[src/rtl/gss_pkg.sv]
`timescale 1ns/1ps
package gss_pkg;

  typedef enum logic [1:0] {
    OP_FRAME_BEGIN = 2'd0,
    OP_ROW         = 2'd1,
    OP_SKIP        = 2'd2,
    OP_FRAME_END   = 2'd3
  } op_e;

  typedef enum logic [2:0] {
    K_WAIT   = 3'd0,
    K_PUSH   = 3'd1,
    K_PULSE  = 3'd2,
    K_STROBE = 3'd3,
    K_DONE   = 3'd4
  } kind_e;

  localparam int NFLAG = 4;
  localparam logic [1:0] FL_LATCH = 2'd0;
  localparam logic [1:0] FL_SCAN  = 2'd1;
  localparam logic [1:0] FL_MODE  = 2'd2;
  localparam logic [1:0] FL_OE    = 2'd3;
  localparam logic [NFLAG-1:0] FLAGS_RST = 4'b0010;

  localparam int IDX_W = 4;

endpackage

[src/rtl/gss_step_rom.sv]
`timescale 1ns/1ps
module gss_step_rom
  import gss_pkg::*;
#(
  parameter int CYC_PER_US = 240,
  parameter int TICK_CYC   = 24,
  parameter int ROW_W      = 16,
  parameter int CNT_W      = 21
) (
  input  op_e              op,
  input  logic [IDX_W-1:0] idx,
  input  logic [ROW_W-1:0] row_ticks,
  output kind_e            kind,
  output logic [1:0]       fbit,
  output logic             fval,
  output logic [CNT_W-1:0] hi_cyc,
  output logic [CNT_W-1:0] lo_cyc
);

  localparam logic [CNT_W-1:0] C_1US    = CNT_W'(CYC_PER_US);
  localparam logic [CNT_W-1:0] C_10US   = CNT_W'(10 * CYC_PER_US);
  localparam logic [CNT_W-1:0] C_SKP_HI = CNT_W'(45 * TICK_CYC);
  localparam logic [CNT_W-1:0] C_SKP_LO = CNT_W'(5 * TICK_CYC);
  localparam logic [CNT_W-1:0] C_ROW_LO = CNT_W'(50 * TICK_CYC);
  localparam logic [CNT_W-1:0] C_TICK   = CNT_W'(TICK_CYC);

  logic [CNT_W-1:0] row_hi;
  assign row_hi = CNT_W'(row_ticks) * C_TICK;

  always_comb begin
    kind   = K_DONE;
    fbit   = FL_LATCH;
    fval   = 1'b0;
    hi_cyc = '0;
    lo_cyc = CNT_W'(1);
    case (op)
      OP_FRAME_BEGIN: begin
        case (idx)
          4'd0: kind = K_WAIT;
          4'd1: begin kind = K_PUSH; fbit = FL_MODE; fval = 1'b1; end
          4'd2: begin kind = K_PULSE; hi_cyc = C_1US; lo_cyc = C_1US; end
          4'd3: begin kind = K_PUSH; fbit = FL_SCAN; fval = 1'b0; end
          4'd4: begin kind = K_PULSE; hi_cyc = '0; lo_cyc = C_1US; end
          4'd5: begin kind = K_PULSE; hi_cyc = C_10US; lo_cyc = C_10US; end
          4'd6: begin kind = K_PUSH; fbit = FL_SCAN; fval = 1'b1; end
          4'd7: begin kind = K_PULSE; hi_cyc = '0; lo_cyc = C_10US; end
          4'd8: begin kind = K_PUSH; fbit = FL_OE; fval = 1'b1; end
          4'd9: begin kind = K_PULSE; hi_cyc = C_1US; lo_cyc = C_1US; end
          default: kind = K_DONE;
        endcase
      end
      OP_ROW: begin
        case (idx)
          4'd0: kind = K_WAIT;
          4'd1: begin kind = K_PUSH; fbit = FL_LATCH; fval = 1'b1; end
          4'd2: begin kind = K_PUSH; fbit = FL_LATCH; fval = 1'b0; end
          4'd3: begin kind = K_PULSE; hi_cyc = row_hi; lo_cyc = C_ROW_LO; end
          4'd4: kind = K_STROBE;
          default: kind = K_DONE;
        endcase
      end
      OP_SKIP: begin
        case (idx)
          4'd0: begin kind = K_PULSE; hi_cyc = C_SKP_HI; lo_cyc = C_SKP_LO; end
          default: kind = K_DONE;
        endcase
      end
      default: begin
        case (idx)
          4'd0: begin kind = K_PUSH; fbit = FL_OE; fval = 1'b0; end
          4'd1: begin kind = K_PUSH; fbit = FL_MODE; fval = 1'b0; end
          4'd2: begin kind = K_PULSE; hi_cyc = C_1US; lo_cyc = C_1US; end
          4'd3: begin kind = K_PULSE; hi_cyc = C_1US; lo_cyc = C_1US; end
          default: kind = K_DONE;
        endcase
      end
    endcase
  end

endmodule

[src/rtl/gss_pulse_timer.sv]
`timescale 1ns/1ps
module gss_pulse_timer #(
  parameter int CNT_W = 21
) (
  input  logic             clk,
  input  logic             rst,
  input  logic             start,
  input  logic [CNT_W-1:0] hi_cyc,
  input  logic [CNT_W-1:0] lo_cyc,
  output logic             pulse_out,
  output logic             last
);

  typedef enum logic [1:0] {T_IDLE, T_HI, T_LO} tstate_e;

  tstate_e          st;
  logic [CNT_W-1:0] cnt;

  assign last = (st == T_LO) && (cnt == '0);

  always_ff @(posedge clk) begin
    if (rst) begin
      st        <= T_IDLE;
      cnt       <= '0;
      pulse_out <= 1'b0;
    end else begin
      case (st)
        T_IDLE: begin
          if (start) begin
            if (hi_cyc != '0) begin
              st        <= T_HI;
              cnt       <= hi_cyc - CNT_W'(1);
              pulse_out <= 1'b1;
            end else begin
              st        <= T_LO;
              cnt       <= lo_cyc - CNT_W'(1);
              pulse_out <= 1'b0;
            end
          end
        end
        T_HI: begin
          if (cnt == '0) begin
            st        <= T_LO;
            cnt       <= lo_cyc - CNT_W'(1);
            pulse_out <= 1'b0;
          end else begin
            cnt <= cnt - CNT_W'(1);
          end
        end
        T_LO: begin
          if (cnt == '0) st <= T_IDLE;
          else           cnt <= cnt - CNT_W'(1);
        end
        default: st <= T_IDLE;
      endcase
    end
  end

endmodule

[src/rtl/gate_scan_sequencer.sv]
`timescale 1ns/1ps
module gate_scan_sequencer
  import gss_pkg::*;
#(
  parameter int CYC_PER_US = 240,
  parameter int TICK_CYC   = 24,
  parameter int ROW_W      = 16
) (
  input  logic             clk,
  input  logic             rst,
  input  logic             cmd_valid,
  input  logic [1:0]       cmd_op,
  input  logic [ROW_W-1:0] cmd_row_ticks,
  output logic             cmd_reject,
  output logic             busy,
  output logic             done,
  input  logic             line_busy,
  output logic             line_start,
  output logic             buf_swap,
  output logic             cfg_req,
  output logic [3:0]       cfg_flags,
  input  logic             cfg_ack,
  output logic             gate_clk
);

  localparam int MAX_US  = 10 * CYC_PER_US;
  localparam int MAX_ROW = ((1 << ROW_W) - 1) * TICK_CYC;
  localparam int MAX_TK  = 50 * TICK_CYC;
  localparam int MAX_A   = (MAX_US > MAX_ROW) ? MAX_US : MAX_ROW;
  localparam int MAX_ALL = (MAX_A > MAX_TK) ? MAX_A : MAX_TK;
  localparam int CNT_W   = $clog2(MAX_ALL + 1);

  typedef enum logic [1:0] {S_IDLE, S_ISSUE, S_EXEC} sstate_e;

  sstate_e          state;
  op_e              op_q;
  logic [ROW_W-1:0] row_q;
  logic [IDX_W-1:0] idx;
  logic [3:0]       flags;

  kind_e            kind;
  logic [1:0]       fbit;
  logic             fval;
  logic [CNT_W-1:0] hi_cyc;
  logic [CNT_W-1:0] lo_cyc;
  logic             tm_start;
  logic             tm_last;

  gss_step_rom #(
    .CYC_PER_US(CYC_PER_US),
    .TICK_CYC  (TICK_CYC),
    .ROW_W     (ROW_W),
    .CNT_W     (CNT_W)
  ) u_rom (
    .op       (op_q),
    .idx      (idx),
    .row_ticks(row_q),
    .kind     (kind),
    .fbit     (fbit),
    .fval     (fval),
    .hi_cyc   (hi_cyc),
    .lo_cyc   (lo_cyc)
  );

  assign tm_start = (state == S_ISSUE) && (kind == K_PULSE);

  gss_pulse_timer #(.CNT_W(CNT_W)) u_tmr (
    .clk      (clk),
    .rst      (rst),
    .start    (tm_start),
    .hi_cyc   (hi_cyc),
    .lo_cyc   (lo_cyc),
    .pulse_out(gate_clk),
    .last     (tm_last)
  );

  assign busy      = (state != S_IDLE);
  assign cfg_flags = flags;

  always_ff @(posedge clk) begin
    if (rst) begin
      state      <= S_IDLE;
      op_q       <= OP_FRAME_BEGIN;
      row_q      <= '0;
      idx        <= '0;
      flags      <= FLAGS_RST;
      cfg_req    <= 1'b0;
      cmd_reject <= 1'b0;
      done       <= 1'b0;
      line_start <= 1'b0;
      buf_swap   <= 1'b0;
    end else begin
      cmd_reject <= cmd_valid && (state != S_IDLE);
      done       <= 1'b0;
      line_start <= 1'b0;
      buf_swap   <= 1'b0;
      case (state)
        S_IDLE: begin
          if (cmd_valid) begin
            op_q  <= op_e'(cmd_op);
            row_q <= cmd_row_ticks;
            idx   <= '0;
            state <= S_ISSUE;
          end
        end
        S_ISSUE: begin
          case (kind)
            K_WAIT:  state <= S_EXEC;
            K_PUSH: begin
              flags[fbit] <= fval;
              cfg_req     <= 1'b1;
              state       <= S_EXEC;
            end
            K_PULSE: state <= S_EXEC;
            K_STROBE: begin
              line_start <= 1'b1;
              buf_swap   <= 1'b1;
              idx        <= idx + IDX_W'(1);
            end
            default: begin
              done  <= 1'b1;
              state <= S_IDLE;
            end
          endcase
        end
        S_EXEC: begin
          case (kind)
            K_WAIT: begin
              if (!line_busy) begin
                idx   <= idx + IDX_W'(1);
                state <= S_ISSUE;
              end
            end
            K_PUSH: begin
              if (cfg_ack) begin
                cfg_req <= 1'b0;
                idx     <= idx + IDX_W'(1);
                state   <= S_ISSUE;
              end
            end
            K_PULSE: begin
              if (tm_last) begin
                idx   <= idx + IDX_W'(1);
                state <= S_ISSUE;
              end
            end
            default: state <= S_ISSUE;
          endcase
        end
        default: state <= S_IDLE;
      endcase
    end
  end

endmodule

[config.mk]
export PLATFORM = sky130hd
export DESIGN_NAME = gate_scan_sequencer
export DESIGN_NICKNAME = d
export VERILOG_FILES = /design/src/rtl/gss_pkg.sv /design/src/rtl/gss_step_rom.sv /design/src/rtl/gss_pulse_timer.sv /design/src/rtl/gate_scan_sequencer.sv
export SDC_FILE = /design/constraint.sdc
export NUM_CORES = 1
export LEC_CHECK = 0
export BUFFER_PORTS_ARGS = -buffer_cell sky130_fd_sc_hd__buf_2
export CELL_PAD_IN_SITES_DETAIL_PLACEMENT = 0
export CELL_PAD_IN_SITES_GLOBAL_PLACEMENT = 1
export CORE_MARGIN = 10
export CORE_UTILIZATION = 25
export DETAILED_ROUTE_END_ITERATION = 10
export GPL_TIMING_DRIVEN = 1
export PLACE_DENSITY_LB_ADDON = 0.3
export SYNTH_ARGS = -nofsm -noshare
export SYNTH_HDL_FRONTEND = slang
export SYNTH_HIERARCHICAL = 1
export SYNTH_SLANG_ARGS = --single-unit
[constraint.sdc]
create_clock -name clk -period 3.7 [get_ports clk]
set_input_delay 0.555 -clock clk [delete_from_list [all_inputs] [get_ports clk]]
set_output_delay 0.555 -clock clk [all_outputs]
set_load 0.05 [all_outputs]
==> impl_metrics.ini, run 1 <==
[global_route]
grt_max_degree = 37
grt_pass1_vias = 5544
grt_util_all_layers_pct = 11.90
grt_first_pass_wirelength_mm = 28.93
grt_overflow = 0
grt_antenna_before_repair = 0

[timing]
finClkSkew_ns = 0.008201
finalSetupViolCount = 0
rsz0062_at_grt = yes
relSlewSlack_pct = 31.39
finalWorstSetupSlack_ns = 0.1764
period_needed_ns = 3.524
whs_ns = 0.4630
fmax_ghz = 0.2838
fin_crit_sh_pct = 95.23
tightest_slew_ns = 1.029
finalHoldViolCount = 0
maxSlewViolCount = 0

[synthesis]
ys_seq_elements = 56
ys.flop_type = dfxtp_1
yosysSeqAreaShare_pct = 19.34
synth-edff-count = 0
syn_area_sq_um = 5798
synthCells = 789
syn_area_per_cell_sq_um = 7.349
synth_async_sr_flop_share_pct = 0
yosys_warnings = 6
synth_cell_types = 80

[die]
rows = 55
die_h_um = 172.3
start_util_pct = 25.53
io-pin-count = 34
fp.dieW_um = 172.3
die_area_sq_um = 29680
core_area_sq_um = 22710

[setup_path]
reg2reg_to = u_tmr/cnt[3]$_SDFFE_PP0P_
r2r_slack_ns = 0.18
required_ns = 3.93
worstRegToRegCells = 15
cp-end-kind = flop
critPathCapture = u_tmr/cnt[3]$_SDFFE_PP0P_
crit_path_start_kind = flop
arrival_ns = 3.75
r2r_start = row_q[0]$_SDFFE_PP0P_
path_max_fanout = 6
critPathLaunch = row_q[0]$_SDFFE_PP0P_
critPathKind = flop to flop

[pwr]
power.leakage_uw = 0.002686
p_per_area_nw_per_um2 = 569.4
irDropWorstVdd_mv = 0.3696

[clock_tree]
cts_buffer_depth = 2
cts_sinks = 56
cts_inserted_buffers = 5
root_buffer = clkbuf_16
htreeDepth = 2
postCtsHoldBufs = 0
cts_tree = built
path_clk_slew_ns = 0.09
worstSkewPairLatency_ns = 0.31

[placement]
place_ws_ns = 0.03308
place.gp.congestion = 0.8336
dp_hpwl_mm = 13.67
portBuffers = 33

[route]
dr.first_iter.drc_count = 385
drt-pass1-iter-count = 4
route.detailed.drc = 0
vias = 5767
wl_per_cell_um = 15.68
wl_mm = 17.68
antenna_left = 0
vias_per_cell = 5.113

[final_layout]
final_nets = 897
drive_above_1_share_pct = 16.61
antenna_cells = 0
area_delta_synth_final_pct = 15.62

[worst_hold_path]
hold_class = primary input to flop

[run]
maxCapViolations = 0

[outcome]
status = completed
==> placed cells by master, fill, tap and decap left out, drive strengths merged, types with 24 or more instances in the layout <==
master  synthesis  routed
nor3           33      33
buf            30      86
a21oi          57      57
o21ai          37      37
nand2          79      79
xnor2          30      30
xor2           24      24
dfxtp          56      56
inv            29      31
ha             31      31
nor2           83      83
==> cells in the mapped netlist, drive strengths merged (24+ instances only) <==
library cell / n / area share (%)
a21oi: 57 / 4.9
buf: 30 / 4.1
clkbuf: 24 / 1.6
dfxtp: 56 / 19
ha: 31 / 6.7
inv: 29 / 1.9
nand2: 79 / 5.1
nor2: 83 / 5.5
nor3: 33 / 2.8
o21ai: 37 / 3.2
xnor2: 30 / 4.5
xor2: 24 / 3.6
==> report_power, final <==
part / total, uW / internal (uW) / leakage, uW / switching (uW)
clock: 611 / 329 / 0.0000863 / 282
sequential: 809 / 702 / 0.000457 / 107
combinational: 2400 / 952 / 0.00214 / 1450
total: 3820 / 1980 / 0.00269 / 1830
==> metrics by stage <==
stage / total power [uW] / utilization [%] / instance area (sq um) / TNS, ns / std cells
2_1_floorplan: 2549 / - / 5851 / 0 / 803
3_3_place_gp: 3212 / 28.44 / 6459 / 0 / 1120
3_5_place_dp: 3164 / 28.44 / 6459 / 0 / 1120
4_1_cts: 3796 / 29.22 / 6635 / 0 / 1128
5_1_grt: 4133 / 29.52 / 6704 / -0.01559 / 1128
6_report: 3817 / 29.52 / 6704 / 0 / 1128
==> critical path, cell delays in order (launching register included) <==
cell and delay, ns:
dfxtp_1 0.36, ha_2 0.21, inv_1 0.05, fa_1 0.40, nor2b_2 0.17, o2111ai_2 0.19, a211o_1 0.35, a21boi_0 0.16
nor3_1 0.08, nor4_1 0.19, buf_4 0.17, and3_1 0.18, and3_2 0.28, nor3_1 0.09, a211o_1 0.29, a311oi_1 0.26
==> state kept, by name (all words and copies together), names as in the netlist <==
| name | flops |
|---|---|
| buf_swap | 1 |
| cfg_flags | 4 |
| cfg_req | 1 |
| cmd_reject | 1 |
| done | 1 |
| idx | 4 |
| op_q | 2 |
| row_q | 16 |
| state | 2 |
| u_tmr/cnt | 21 |
| u_tmr/pulse_out | 1 |
| u_tmr/st | 2 |
==> area by class of cell <==
class / count / area [sq um]
clock buffer: 5 / 125.1
tap: 285 / 356.6
multi-input combinational: 663 / 4354
fill: 2498 / 16010
timing repair buffer: 86 / 575.6
sequential: 56 / 1125
clock inverter: 3 / 50.05
inverter: 30 / 117.6
==> how the worst min path moves through the flow <==
| stage | depth (start not counted) | endpoint | startpoint |
|---|---|---|---|
| 3_3_place_gp | 2 | row_q[4]$_SDFFE_PP0P_ | row_q[4]$_SDFFE_PP0P_ |
| 3_5_place_dp | 2 | row_q[5]$_SDFFE_PP0P_ | row_q[5]$_SDFFE_PP0P_ |
| 6_report | 3 | op_q[0]$_SDFFE_PP0P_ | cmd_op[0] |
| 4_1_cts | 3 | op_q[0]$_SDFFE_PP0P_ | cmd_op[0] |
| 2_1_floorplan | 2 | row_q[0]$_SDFFE_PP0P_ | row_q[0]$_SDFFE_PP0P_ |
| 5_1_grt | 3 | op_q[0]$_SDFFE_PP0P_ | cmd_op[0] |
==> timing repair <==
action / in CTS / in global routing
buffers inserted: 0 / 0
setup endpoints to repair: 1 / 24
gates resized for setup: 1 / 19
==> metal layers <==
metal,routed length [um],GRT usage [%],vias up
met4,241,2.624,0
met1,8763,16.28,2638
met2,7815,18.82,137
met5,0,0,-
met3,864,2.326,16
li1,-,-,2976
==> kinds of logic after synthesis <==
family | count (synthesis) | share of synthesized area [%]
buffers and inverters | 84 | 7.726
muxes | 15 | 2.633
and+or+nand+nor | 330 | 29.56
other | 1 | 0.06468
xor gates and xnor gates | 54 | 8.157
DFF | 56 | 19.34
AOI/OAI and AO/OA | 217 | 25.49
adders and majority gates | 32 | 7.035
Power figures use the tool's default switching activity.
==> run 2: changes to the inputs <==
Settings changed: CTS_BUF_LIST set to sky130_fd_sc_hd__clkbuf_4 sky130_fd_sc_hd__clkbuf_8.
==> impl_metrics.ini, run 2 (synthesis gave the netlist of run 1 again) <==
[outcome]
status = completed

[setup_path]
required_ns = 3.95
arrival_ns = 3.74
critPathLaunch = row_q[0]$_SDFFE_PP0P_
cpMostUsedCell = buf_4
r2r_start = row_q[0]$_SDFFE_PP0P_
cp_cell_sequence = ha_1 -> inv_1 -> fa_1 -> nor2b_2 -> o2111ai_2 -> a211o_1 -> a21boi_1 -> nor3_2 -> nor4_1 -> buf_4 -> and3_1 -> nand3_1 -> buf_4 -> nand2_1 -> a21oi_1 -> a2111oi_2
cp-end-kind = flop
critPathKind = flop to flop
cp_slowest_stage_delay_ns = 0.41
path_max_fanout = 12
cp_slowest_cell = fa_1
crit_path_start_kind = flop

[timing]
finClkSkew_ns = 0.01042
fmax_ghz = 0.2860
relSlewSlack_pct = 32.79
maxSlewViolCount = 0
fin_crit_sh_pct = 94.50
finalHoldViolCount = 0
period_needed_ns = 3.496
finalSetupViolCount = 0
whs_ns = 0.4170
tns_ns = 0
tightest_slew_ns = 1.008

[die]
io-pin-count = 34
start_util_pct = 25.53
fp.dieW_um = 172.3
die_h_um = 172.3
core_area_sq_um = 22710
rows = 55
die_area_sq_um = 29680

[run]
maxCapViolations = 0

[final_layout]
area_delta_synth_final_pct = 14.93
final_cell_mix = 80 x nor2_1, 79 x nand2_1, 57 x a21oi_1
top_register = u_tmr/cnt
drive_above_1_share_pct = 17.08
fill_cells = 2513
antenna_cells = 0
reg_top3 = u_tmr/cnt: 21 flops, row_q: 16 flops
stdcell_area_sq_um = 6664
layout_commonest_cell = nor2_1
utilization_pct = 29.34
largest_reg_flops = 21
final_nets = 897

[clock_tree]
cts_buffer_depth = 2
cts_inserted_buffers = 5
cts_resized = 1
cts_sinks = 56
root_buffer = clkbuf_8
htreeDepth = 2
worstSkewPairLatency_ns = 0.35
path_clk_slew_ns = 0.13
cts_setup_buffers = 0
postCtsHoldBufs = 0
cts_tree = built

[worst_hold_path]
hp-start = cmd_op[0]
hold_class = primary input to flop

[global_route]
grt_pass1_vias = 5545
grt_util_all_layers_pct = 11.93
grt_first_pass_wirelength_mm = 28.95
grt_max_degree = 37
grt_antenna_before_repair = 0
grt_overflow = 0

[placement]
place.gp.congestion = 0.8336
portBuffers = 33
dpl-instance-area_sq_um = 6459
dp_hpwl_mm = 13.67

[route]
route.detailed.drc = 0
wl_mm = 17.68
drt-pass1-iter-count = 5
vias = 5774
antenna_left = 0
vias_per_cell = 5.119
dr.first_iter.drc_count = 382
wl_per_cell_um = 15.68

[pwr]
irDropWorstVdd_mv = 0.3605
power.leakage_uw = 0.002669
p_per_area_nw_per_um2 = 553.6
==> run 2: routing by layer <==
layer	global-route usage [%]	wire length [um]	vias to the layer above
met5	0	0	-
met4	2.849	250	0
met3	2.326	794	15
met2	18.80	7830	117
met1	16.30	8809	2670
li1	-	-	2972
==> run 2: report_power, final <==
| part | total [uW] | switching (uW) | internal [uW] |
|---|---|---|---|
| clock | 476 | 266 | 210 |
| combinational | 2400 | 1450 | 954 |
| sequential | 810 | 107 | 703 |
| total | 3690 | 1820 | 1870 |
==> run 2: cell type report <==
class | count | area (sq um) | area share, %
Tap cell | 285 | 356.6 | 5.351
Multi-Input combinational cell | 663 | 4369 | 65.57
Timing Repair Buffer | 86 | 575.6 | 8.637
Clock buffer | 5 | 68.82 | 1.033
Sequential cell | 56 | 1126 | 16.90
Clock inverter | 3 | 50.05 | 0.7510
Inverter | 30 | 117.6 | 1.765
==> run 2: critical path, delay by kind of cell (launching register included) <==
kind            cells  cell delay (ns)
flops               1             0.37
simple gates        6             0.77
buf+inv             3             0.44
compound gates      5             1.20
fa+ha+maj           2             0.62
==> run 2: path summary, 6_finish.rpt <==
kind / to / slack, ns / cells past startpoint
hold reg to reg: row_q[5]$_SDFFE_PP0P_ / 0.49 / 2
setup / recovery: u_tmr/cnt[10]$_SDFFE_PP0P_ / 0.20 / 16
hold / removal: op_q[0]$_SDFFE_PP0P_ / 0.42 / 3
setup reg to reg: u_tmr/cnt[10]$_SDFFE_PP0P_ / 0.20 / 16
==> run 2: stage by stage <==
stage / total power (uW) / worst slack (ns) / instances
global route: 4008 / -0.005950 / 1128
CTS: 3668 / 0.04753 / 1128
detailed placement: 3164 / 0.03308 / 1120
finish: 3689 / 0.2037 / 1128
floorplan: 2549 / 0.2199 / 803
global placement: 3212 / 0.05254 / 1120
